### src/rtl/usb_ls_tx_pkg.sv
package usb_ls_tx_pkg;
  typedef enum logic [2:0] {
    ST_IDLE,
    ST_LEAD,
    ST_DATA,
    ST_SE0,
    ST_EOPJ
  } tx_state_t;

  localparam logic [7:0] SYNC_PATTERN = 8'h80;

  function automatic logic count_ok(input int c, input int lo, input int hi);
    return (c >= lo) && (c <= hi);
  endfunction

  // NRZI: a one holds the level, a zero flips it
  function automatic logic nrzi_next(input logic level, input logic b);
    return b ? level : ~level;
  endfunction
endpackage

### src/rtl/usb_ls_tx_bitclk.sv
module usb_ls_tx_bitclk #(
  parameter int CLKS_PER_BIT = 8
) (
  input  logic clk,
  input  logic rst_n,
  input  logic run,
  output logic tick
);
  localparam int PH_W = (CLKS_PER_BIT > 1) ? $clog2(CLKS_PER_BIT) : 1;
  localparam logic [PH_W-1:0] PH_LAST = PH_W'(CLKS_PER_BIT - 1);

  logic [PH_W-1:0] ph_q;

  always_ff @(posedge clk or negedge rst_n) begin
    if (!rst_n)              ph_q <= '0;
    else if (!run)           ph_q <= '0;
    else if (ph_q == PH_LAST) ph_q <= '0;
    else                     ph_q <= ph_q + PH_W'(1);
  end

  assign tick = run && (ph_q == PH_LAST);
endmodule

### src/rtl/usb_ls_tx_nrzi.sv
module usb_ls_tx_nrzi
  import usb_ls_tx_pkg::*;
#(
  parameter int RUN_LIMIT = 6,
  localparam int RW = $clog2(RUN_LIMIT + 1)
) (
  input  logic          clk,
  input  logic          rst_n,
  input  logic          init,
  input  logic          emit_bit,
  input  logic          bit_val,
  input  logic          emit_stuff,
  output logic          level,
  output logic [RW-1:0] run_len,
  output logic          stuff_due
);
  always_ff @(posedge clk or negedge rst_n) begin
    if (!rst_n) begin
      level   <= 1'b1;
      run_len <= '0;
    end else if (init) begin
      level   <= 1'b1;
      run_len <= '0;
    end else if (emit_stuff) begin
      level   <= ~level;
      run_len <= '0;
    end else if (emit_bit) begin
      level   <= nrzi_next(level, bit_val);
      run_len <= bit_val ? run_len + RW'(1) : '0;
    end
  end

  assign stuff_due = (run_len == RW'(RUN_LIMIT));
endmodule

### src/rtl/usb_ls_tx.sv
module usb_ls_tx
  import usb_ls_tx_pkg::*;
#(
  parameter int CLKS_PER_BIT = 8,
  parameter int MIN_BYTES    = 2,
  parameter int MAX_BYTES    = 12,
  parameter int CNT_W        = 4,
  parameter int ADDR_W       = 7,
  parameter int RUN_LIMIT    = 6
) (
  input  logic              clk,
  input  logic              rst_n,
  input  logic              start,
  input  logic [CNT_W-1:0]  byte_cnt,
  input  logic [7:0]        byte_data,
  output logic              byte_req,
  input  logic [ADDR_W-1:0] new_addr,
  output logic [ADDR_W-1:0] dev_addr,
  output logic              tx_en,
  output logic              dp_out,
  output logic              dm_out,
  output logic              busy
);
  localparam int RW = $clog2(RUN_LIMIT + 1);

  tx_state_t        state_q;
  logic [7:0]       shreg_q;
  logic [2:0]       bidx_q;
  logic [CNT_W-1:0] left_q;
  logic             last_q;
  logic             data_pkt_q;
  logic             eop_half_q;

  // named internal events
  logic          tick;
  logic          accept;
  logic          bit_evt;
  logic          stuff_evt;
  logic          end_evt;
  logic          byte_end;
  logic          pkt_done;
  logic          level;
  logic          stuff_due;
  logic [RW-1:0] run_len;

  assign accept = (state_q == ST_IDLE) && start &&
                  count_ok(int'(byte_cnt), MIN_BYTES, MAX_BYTES);

  usb_ls_tx_bitclk #(.CLKS_PER_BIT(CLKS_PER_BIT)) u_bitclk (
    .clk  (clk),
    .rst_n(rst_n),
    .run  (state_q != ST_IDLE),
    .tick (tick)
  );

  assign bit_evt   = tick && ((state_q == ST_LEAD) ||
                              ((state_q == ST_DATA) && !stuff_due && !last_q));
  assign stuff_evt = tick && (state_q == ST_DATA) && stuff_due;
  assign end_evt   = tick && (state_q == ST_DATA) && !stuff_due && last_q;
  assign byte_end  = bit_evt && (bidx_q == 3'd7);
  assign byte_req  = byte_end && (left_q != '0);
  assign pkt_done  = tick && (state_q == ST_EOPJ);

  usb_ls_tx_nrzi #(.RUN_LIMIT(RUN_LIMIT)) u_nrzi (
    .clk       (clk),
    .rst_n     (rst_n),
    .init      (accept),
    .emit_bit  (bit_evt),
    .bit_val   (shreg_q[0]),
    .emit_stuff(stuff_evt),
    .level     (level),
    .run_len   (run_len),
    .stuff_due (stuff_due)
  );

  // sequencer
  always_ff @(posedge clk or negedge rst_n) begin
    if (!rst_n) begin
      state_q    <= ST_IDLE;
      eop_half_q <= 1'b0;
    end else begin
      case (state_q)
        ST_IDLE: if (accept) state_q <= ST_LEAD;
        ST_LEAD: if (tick)   state_q <= ST_DATA;
        ST_DATA: if (end_evt) begin
          state_q    <= ST_SE0;
          eop_half_q <= 1'b0;
        end
        ST_SE0: if (tick) begin
          if (eop_half_q) state_q <= ST_EOPJ;
          eop_half_q <= 1'b1;
        end
        ST_EOPJ: if (tick) state_q <= ST_IDLE;
        default: state_q <= ST_IDLE;
      endcase
    end
  end

  // byte shifter
  always_ff @(posedge clk or negedge rst_n) begin
    if (!rst_n) begin
      shreg_q    <= '0;
      bidx_q     <= '0;
      left_q     <= '0;
      last_q     <= 1'b0;
      data_pkt_q <= 1'b0;
    end else if (accept) begin
      shreg_q    <= SYNC_PATTERN;
      bidx_q     <= '0;
      left_q     <= byte_cnt - CNT_W'(1);
      last_q     <= 1'b0;
      data_pkt_q <= int'(byte_cnt) > MIN_BYTES;
    end else if (bit_evt) begin
      bidx_q <= bidx_q + 3'd1;
      if (byte_end) begin
        if (left_q != '0) begin
          shreg_q <= byte_data;
          left_q  <= left_q - CNT_W'(1);
        end else begin
          shreg_q <= '0;
          last_q  <= 1'b1;
        end
      end else begin
        shreg_q <= {1'b0, shreg_q[7:1]};
      end
    end
  end

  // deferred address update
  always_ff @(posedge clk or negedge rst_n) begin
    if (!rst_n)                      dev_addr <= '0;
    else if (pkt_done && data_pkt_q) dev_addr <= new_addr;
  end

  logic se0_drv;
  logic j_drv;
  assign se0_drv = (state_q == ST_SE0);
  assign j_drv   = (state_q == ST_IDLE) || (state_q == ST_LEAD) || (state_q == ST_EOPJ);

  assign tx_en  = (state_q != ST_IDLE);
  assign busy   = (state_q != ST_IDLE);
  assign dm_out = !se0_drv && (j_drv || level);
  assign dp_out = !se0_drv && !j_drv && !level;
endmodule

### config.mk
export PLATFORM = sky130hd
export DESIGN_NAME = usb_ls_tx
export DESIGN_NICKNAME = d
export VERILOG_FILES = /design/src/rtl/usb_ls_tx_pkg.sv /design/src/rtl/usb_ls_tx_bitclk.sv /design/src/rtl/usb_ls_tx_nrzi.sv /design/src/rtl/usb_ls_tx.sv
export SDC_FILE = /design/constraint.sdc
export NUM_CORES = 1
export LEC_CHECK = 0
export ABC_CLOCK_PERIOD_IN_PS = 6300
export BUFFER_PORTS_ARGS = -buffer_cell sky130_fd_sc_hd__buf_2
export CAP_MARGIN = 20
export CORE_AREA = 3 3 72 74
export CTS_BUF_LIST = sky130_fd_sc_hd__clkbuf_4
export CTS_CLUSTER_DIAMETER = 40
export DETAILED_ROUTE_END_ITERATION = 8
export DIE_AREA = 0 0 75 77
export GPL_TIMING_DRIVEN = 1
export PLACE_DENSITY_LB_ADDON = 0.08
export SYNTH_ARGS = -nofsm -noshare
export SYNTH_HDL_FRONTEND = slang
export SYNTH_SLANG_ARGS = --single-unit
### constraint.sdc
create_clock -name clk -period 6.3 [get_ports clk]
set_clock_uncertainty 0.05 [all_clocks]
set_input_delay 0 -clock clk [delete_from_list [all_inputs] [get_ports clk]]
set_output_delay 0 -clock clk [all_outputs]
set_load 0.05 [all_outputs]
==> impl_metrics.env, run 1 <==
export IMPL_status="completed"
export IMPL_r2r_cells=7
export IMPL_setup_ws_ps=3500
export IMPL_arrival_ps=3030
export IMPL_initial_core_util=0.391
export IMPL_crit_top_cell="ha_1"
export IMPL_max_stage_delay_ps=600
export IMPL_synth_cell_types=43
export IMPL_finalHoldViolCount=0
export IMPL_ys_seq_area_frac=0.481
export IMPL_vias=1517
export IMPL_cts_tree="built"
export IMPL_irDropWorstVdd_uv=85.1
export IMPL_post_route_period_util=0.444
export IMPL_post_route_drc_count=0
export IMPL_holdWs_ps=129
export IMPL_rows=25
export IMPL_relSlewSlack=0.469
export IMPL_htreeDepth=2
export IMPL_grt_pass1_wl_um=7020
export IMPL_crit_type="flip-flop to flip-flop"
export IMPL_ys_ff_latch=35
export IMPL_syn_num_nets=202
export IMPL_crit_family="compound AO/OA/AOI/OAI gates"
export IMPL_post_cts_repair_setup_buffers=0
export IMPL_cts_buffers=5
export IMPL_io_buffers=33
export IMPL_dieWidth_um=75
export IMPL_rsz0062_at_grt="no"
export IMPL_drv_cap=0
export IMPL_grt_antenna_before_repair=0
export IMPL_nNetsFinal=255
export IMPL_r2r_start="u_bitclk.ph_q[0]"
export IMPL_clk_path_buf_depth=2
export IMPL_syn_area_mm2=0.00182
export IMPL_synthToLayoutAreaGrowth_pct=25.3
export IMPL_setup_tns_ps=0
export IMPL_path_depth=7
export IMPL_worstHoldStart="byte_cnt[1]"
export IMPL_critPathSlowestCell="a41oi_4"
export IMPL_cp_num_buf_inv=1
export IMPL_cts_sinks=35
export IMPL_final_max_slew_viol_count=0
export IMPL_drt_total_wl_um=4090
export IMPL_grt_pass1_vias=1500
export IMPL_clk_latency_ps=340
export IMPL_clk_pin_slew_ps=120
export IMPL_ctsRootBufferMaster="clkbuf_4"
export IMPL_grt_usage=0.155
export IMPL_fp_coreArea_mm2=0.00466
export IMPL_p_total_mw=0.374
export IMPL_reg2reg_slack_ps=3500
export IMPL_die_height_um=77
export IMPL_layout_drive_gt1_share=0.233
export IMPL_dieArea_mm2=0.00578
export IMPL_avgSynthCellArea_um2=10.5
export IMPL_place_hpwl_um=2870
export IMPL_endpoint_kind="flip-flop"
export IMPL_worstMarginPinSlew_ps=797
export IMPL_crit_fanout=26
export IMPL_place_ws_ps=3690
export IMPL_viasPerCell=5.40
export IMPL_ant_nets=0
export IMPL_p_leak_nw=1.04
export IMPL_ys_async_sr_fraction=1.00
export IMPL_setup_viol=0
export IMPL_grt_max_degree=36
export IMPL_holdPathStages=4
export IMPL_rr_endpoint="left_q[3]"
export IMPL_route_detailed_wl_per_inst_um=14.5
export IMPL_antennaDiodeCount=0
export IMPL_cp_start_kind="flip-flop"
export IMPL_drt_first_pass_iters=4
export IMPL_drtIter0Drc=109
export IMPL_syn_inst=173
export IMPL_powerDensity_mw_per_mm2=164
export IMPL_fin_crit_ps=2800
export IMPL_pin_count=34
export IMPL_yosys_warnings=0
export IMPL_synth_main_ff_cell="dfrtp_1"
export IMPL_routabilityCongestion=0.839
export IMPL_overflow=0
export IMPL_holdPathEnd="left_q[1]"
export IMPL_max_freq_ghz=0.357
export IMPL_min_path_type="input port to flip-flop"
export IMPL_cp_cell_sequence="ha_1 > ha_1 > and4bb_1 > a41oi_4 > o21ai_0 > a32oi_1 > dlygate4sd3_1"
export IMPL_crit_required_ps=6540
export IMPL_synth_edf_count=0
-- cell families after synthesis --
family,count (synthesis),share of synthesized area
fa+ha+maj,7,0.0480
flops,35,0.481
xor+xnor,1,0.00481
buf+inv,15,0.0391
mux,12,0.0707
simple gates,57,0.181
compound gates,46,0.176
-- state kept, by name, indices dropped and copies added, names as in the netlist --
| signal | cells |
|---|---|
| state_q | 3 |
| shreg_q | 8 |
| eop_half_q | 1 |
| left_q | 4 |
| last_q | 1 |
| data_pkt_q | 1 |
| dev_addr | 7 |
| u_nrzi.level | 1 |
| u_bitclk.ph_q | 3 |
| bidx_q | 3 |
| u_nrzi.run_len | 3 |
-- layer usage --
layer	global-route usage	share of wire	vias to the layer above
li1	-	-	742
met5	0	0	-
met1	0.200	0.47	734
met4	0.0463	0.0078	0
met3	0.0367	0.042	4
met2	0.253	0.48	37
-- cell usage after synthesis (5+ instances only) --
cell type,instances,area [um^2]
dfrtp_1,34,851
nand2_1,16,60.1
a21oi_1,13,65.1
nor2b_1,11,68.8
o21ai_0,11,55.1
nor2_1,8,30.0
ha_1,7,87.6
mux2_2,7,78.8
buf_2,6,30.0
inv_1,6,22.5
o2bb2ai_1,6,52.6
mux2i_1,5,50.1
or3_1,5,31.3
-- layout by cell type (no fill, tap or decap), drive strengths merged, types with 7 or more instances in the layout --
master and count:
a21oi 13, buf 33, dfrtp 34, dlygate4sd3 22, ha 7, mux2 7, nand2 16, nor2 8
nor2b 11, o21ai 12
-- timing repair --
item                                    4_1_cts  5_1_grt
endpoints found under the setup margin        0        0
hold buffers                                 22        0
gates resized for setup                       0        0
endpoints found under the hold margin        53        0
-- final cells by class --
class / count / area [um^2]
multi-input combinational: 123 / 875
tap: 54 / 67.6
timing repair buffer: 55 / 385
fill: 413 / 2380
inverter: 6 / 22.5
clock inverter: 3 / 20.0
sequential: 35 / 877
clock buffer: 5 / 37.5
-- how the worst max path moves through the flow --
stage                      from  slack (ps)        end
2_1_floorplan  u_bitclk.ph_q[0]        3970  left_q[0]
3_3_place_gp         state_q[1]        3760  left_q[2]
3_5_place_dp         state_q[1]        3690  left_q[2]
4_1_cts        u_bitclk.ph_q[0]        3490  left_q[3]
5_1_grt        u_bitclk.ph_q[0]        3320  left_q[3]
6_report       u_bitclk.ph_q[0]        3500  left_q[3]
-- report_power, final --
group / internal (mW) / switching [mW]
registers: 0.225 / 0
logic: 0.0145 / 0.0105
clock network: 0.0426 / 0.0820
total: 0.282 / 0.0925
-- worst register-to-register path, delay by kind of cell, from the launching register on --
family / cells / cell delay [ps]
compound gates: 3 / 980
buf+inv: 1 / 580
fa+ha+maj: 2 / 470
flops: 1 / 410
simple gates: 1 / 270
-- stage by stage --
step	util	area (um^2)	instances
floorplan	-	1820	173
global placement	0.431	2010	251
detailed placement	0.431	2010	251
CTS	0.490	2280	281
global route	0.490	2280	281
finish	0.490	2280	281
Power figures use the tool's default switching activity.
==> inputs of run 2 (changes only) <==
- ABC_AREA: default -> 1
- ABC_CLOCK_PERIOD_IN_PS: 6300 -> 2810
- CORE_AREA: 3 3 72 74 -> 3 3 73 75
- DIE_AREA: 0 0 75 77 -> 0 0 76 78
- clock period: 6.3 -> 2.81 ns (I/O delays scaled with it)
==> run 2 against run 1 <==
Effect of this change: sequential power rose to 3.5 times the previous value; flip-flop and latch count unchanged; die area is 2.6% higher; critical path type unchanged; highest routed layer unchanged; count of clock-buffer cells in the layout is 1 higher; fmax increased by 34%; clock power increased by 120%; non-clock buffer count is 4 lower.
==> impl_metrics.env, run 2 <==
export IMPL_htreeDepth=2
export IMPL_initial_core_util=0.402
export IMPL_drt_total_wl_um=4470
export IMPL_clk_latency_ps=330
export IMPL_top_register="shreg_q"
export IMPL_cts_sinks=35
export IMPL_yosys_area_top_type="dfrtp_1"
export IMPL_arrival_ps=2270
export IMPL_dieWidth_um=76
export IMPL_rsz0062_at_grt="no"
export IMPL_crit_fanout=11
export IMPL_synth_most_common_cell="nand2_1"
export IMPL_yosys_top_cells_count="83 x nand2_1, 34 x dfrtp_1, 25 x inv_1, 24 x nand3_1, 21 x nor2_1"
export IMPL_finalHoldViolCount=0
export IMPL_crit_top_cell="ha_1"
export IMPL_met2_usage=0.255
export IMPL_cts_tree="built"
export IMPL_max_stage_delay_ps=400
export IMPL_ys_ff_latch=35
export IMPL_postPlaceCellArea_mm2=0.00213
export IMPL_rr_endpoint="u_nrzi.run_len[1]"
export IMPL_post_route_drc_count=0
export IMPL_fin_area_mm2=0.00235
export IMPL_drv_cap=0
export IMPL_viasPerCell=4.69
export IMPL_synth_edf_count=0
export IMPL_ys_seq_area_frac=0.462
export IMPL_final_max_slew_viol_count=0
export IMPL_grt_max_degree=36
export IMPL_cp_cell_sequence="ha_1 > ha_1 > inv_1 > nor2_4 > nand2_4 > inv_2 > nor2_1 > buf_4 > nand3_1 > o31ai_1"
export IMPL_clk_path_buf_depth=2
export IMPL_grt_met3_usage=0.0429
export IMPL_top_usage_layer="met2"
export IMPL_drtIter0Drc=70
export IMPL_irDropWorstVdd_uv=459
export IMPL_cts_buffers=5
export IMPL_reg2reg_slack_ps=730
export IMPL_fp_coreArea_mm2=0.00472
export IMPL_endpoint_kind="flip-flop"
export IMPL_yosys_warnings=0
export IMPL_r2r_cells=10
export IMPL_drt_first_pass_iters=4
export IMPL_synth_area_top_cells="dfrtp_1 45%, nand2_1 16%, nand3_1 6.3%"
export IMPL_vias=1725
export IMPL_fin_crit_ps=2080
export IMPL_p_leak_nw=1.22
export IMPL_clk_pin_slew_ps=110
export IMPL_overflow=0
export IMPL_path_depth=10
export IMPL_ant_nets=0
export IMPL_largest_reg_flops=8
export IMPL_syn_area_mm2=0.00190
export IMPL_synthToLayoutAreaGrowth_pct=23.9
export IMPL_powerDensity_mw_per_mm2=915
export IMPL_worstMarginPinSlew_ps=805
export IMPL_critical_path_startpoint="u_bitclk.ph_q[0]"
export IMPL_grt_pass1_wl_um=7780
export IMPL_nNetsFinal=329
export IMPL_cp_start_kind="flip-flop"
export IMPL_synth_top_area_share=0.449
export IMPL_antennaDiodeCount=0
export IMPL_mostFrequentLayoutCells="83 x nand2_1, 34 x dfrtp_1, 33 x buf_2"
export IMPL_post_route_period_util=0.741
export IMPL_max_freq_ghz=0.480
export IMPL_synth_cell_types=24
export IMPL_setup_tns_ps=0
export IMPL_crit_family="simple AND/OR/NAND/NOR gates"
export IMPL_layout_drive_gt1_share=0.183
export IMPL_rows=25
export IMPL_routabilityCongestion=0.815
export IMPL_relSlewSlack=0.464
export IMPL_cp_num_buf_inv=3
export IMPL_r2r_start="u_bitclk.ph_q[0]"
export IMPL_route_detailed_wl_per_inst_um=12.1
export IMPL_status="completed"
export IMPL_syn_num_nets=274
export IMPL_ys_async_sr_fraction=1.00
export IMPL_grt_antenna_before_repair=0
export IMPL_use_met1=0.220
export IMPL_largestRegisters="shreg_q: 8 flops, dev_addr: 7 flops, left_q: 4 flops"
export IMPL_post_cts_repair_setup_buffers=0
export IMPL_crit_required_ps=3000
export IMPL_ctsRootBufferMaster="clkbuf_4"
export IMPL_dieArea_mm2=0.00593
export IMPL_die_height_um=78
export IMPL_crit_type="flip-flop to flip-flop"
export IMPL_pin_count=34
export IMPL_final_common_cell="nand2_1"
export IMPL_setup_viol=0
export IMPL_grt_usage=0.163
export IMPL_synth_main_ff_cell="dfrtp_1"
export IMPL_grt_pass1_vias=1663
export IMPL_worstSetupEndpoint="u_nrzi.run_len[1]"
export IMPL_place_hpwl_um=3120
export IMPL_syn_inst=245
export IMPL_min_path_type="input port to flip-flop"
export IMPL_avgSynthCellArea_um2=7.74
export IMPL_critPathSlowestCell="dfrtp_1"
export IMPL_io_buffers=33
run 2: cell count changes after synthesis, moves of 7 or more:
| cell | before | now |
|---|---|---|
| inv_1 | 6 | 25 |
| nor2b_1 | 11 | 0 |
| mux2_2 | 7 | 0 |
| nand2_1 | 16 | 83 |
| nor2_1 | 8 | 21 |
| nand3_1 | 1 | 24 |
run 2: routing by layer:
| layer | wire length, um | up-vias |
|---|---|---|
| li1 | - | 898 |
| met1 | 2270 | 783 |
| met2 | 1950 | 40 |
| met3 | 204 | 4 |
| met4 | 51 | 0 |
| met5 | 0 | - |
run 2: logic make-up after synthesis:
family,Yosys count,synth area share
AND/OR/NAND/NOR,143,0.335
adder cells (fa/ha/maj),7,0.0462
flip-flops,35,0.462
AO/OA/AOI/OAI,30,0.0890
buffers and inverters,30,0.0673
run 2: what timing repair did:
item	in CTS	in global routing
gates resized for setup	0	0
hold buffers	17	0
endpoints found under the hold margin	50	0
run 2: cell type report:
| cell class | instances | area (um^2) |
|---|---|---|
| inverter | 27 | 101 |
| tap | 67 | 83.8 |
| clock buffer | 6 | 45.0 |
| clock inverter | 2 | 8.76 |
| sequential | 35 | 877 |
| timing repair buffer | 51 | 343 |
| multi-input combinational | 180 | 892 |
| fill | 471 | 2370 |
run 2: worst min path at each step:
| stage | to | slack (ps) | cells past startpoint | start |
|---|---|---|---|---|
| floorplan | bidx_q[0] | -350 | 0 | rst_n |
| global placement | state_q[0] | 100 | 1 | rst_n |
| detailed placement | left_q[2] | 100 | 1 | rst_n |
| CTS | data_pkt_q | 1 | 5 | byte_cnt[0] |
| global route | data_pkt_q | 40 | 5 | byte_cnt[0] |
| finish | data_pkt_q | 20 | 5 | byte_cnt[0] |
run 2: stage by stage:
| stage | instances | utilization | setup WS (ps) | hold WS, ps | power, mW |
|---|---|---|---|---|---|
| floorplan | 245 | - | 1140 | -346 | 1.62 |
| global placement | 343 | 0.450 | 860 | 104 | 1.86 |
| detailed placement | 343 | 0.450 | 763 | 102 | 1.87 |
| CTS | 368 | 0.498 | 728 | 1.08 | 2.17 |
| global route | 368 | 0.498 | 587 | 44.2 | 2.33 |
| finish | 368 | 0.498 | 729 | 18.3 | 2.15 |
run 2: worst register-to-register path: stages, from the launching register on:
cell,delay [ps]
dfrtp_1,400
ha_1,200
ha_1,240
inv_1,140
nor2_4,70
nand2_4,100
inv_2,110
nor2_1,330
buf_4,220
nand3_1,70
o31ai_1,60
run 2: report_power, final:
part	total [mW]	switching (mW)	leakage (nW)	internal (mW)
Sequential	0.780	0.104	0.428	0.677
Clock	0.273	0.169	0.0331	0.104
Combinational	1.10	0.790	0.757	0.309
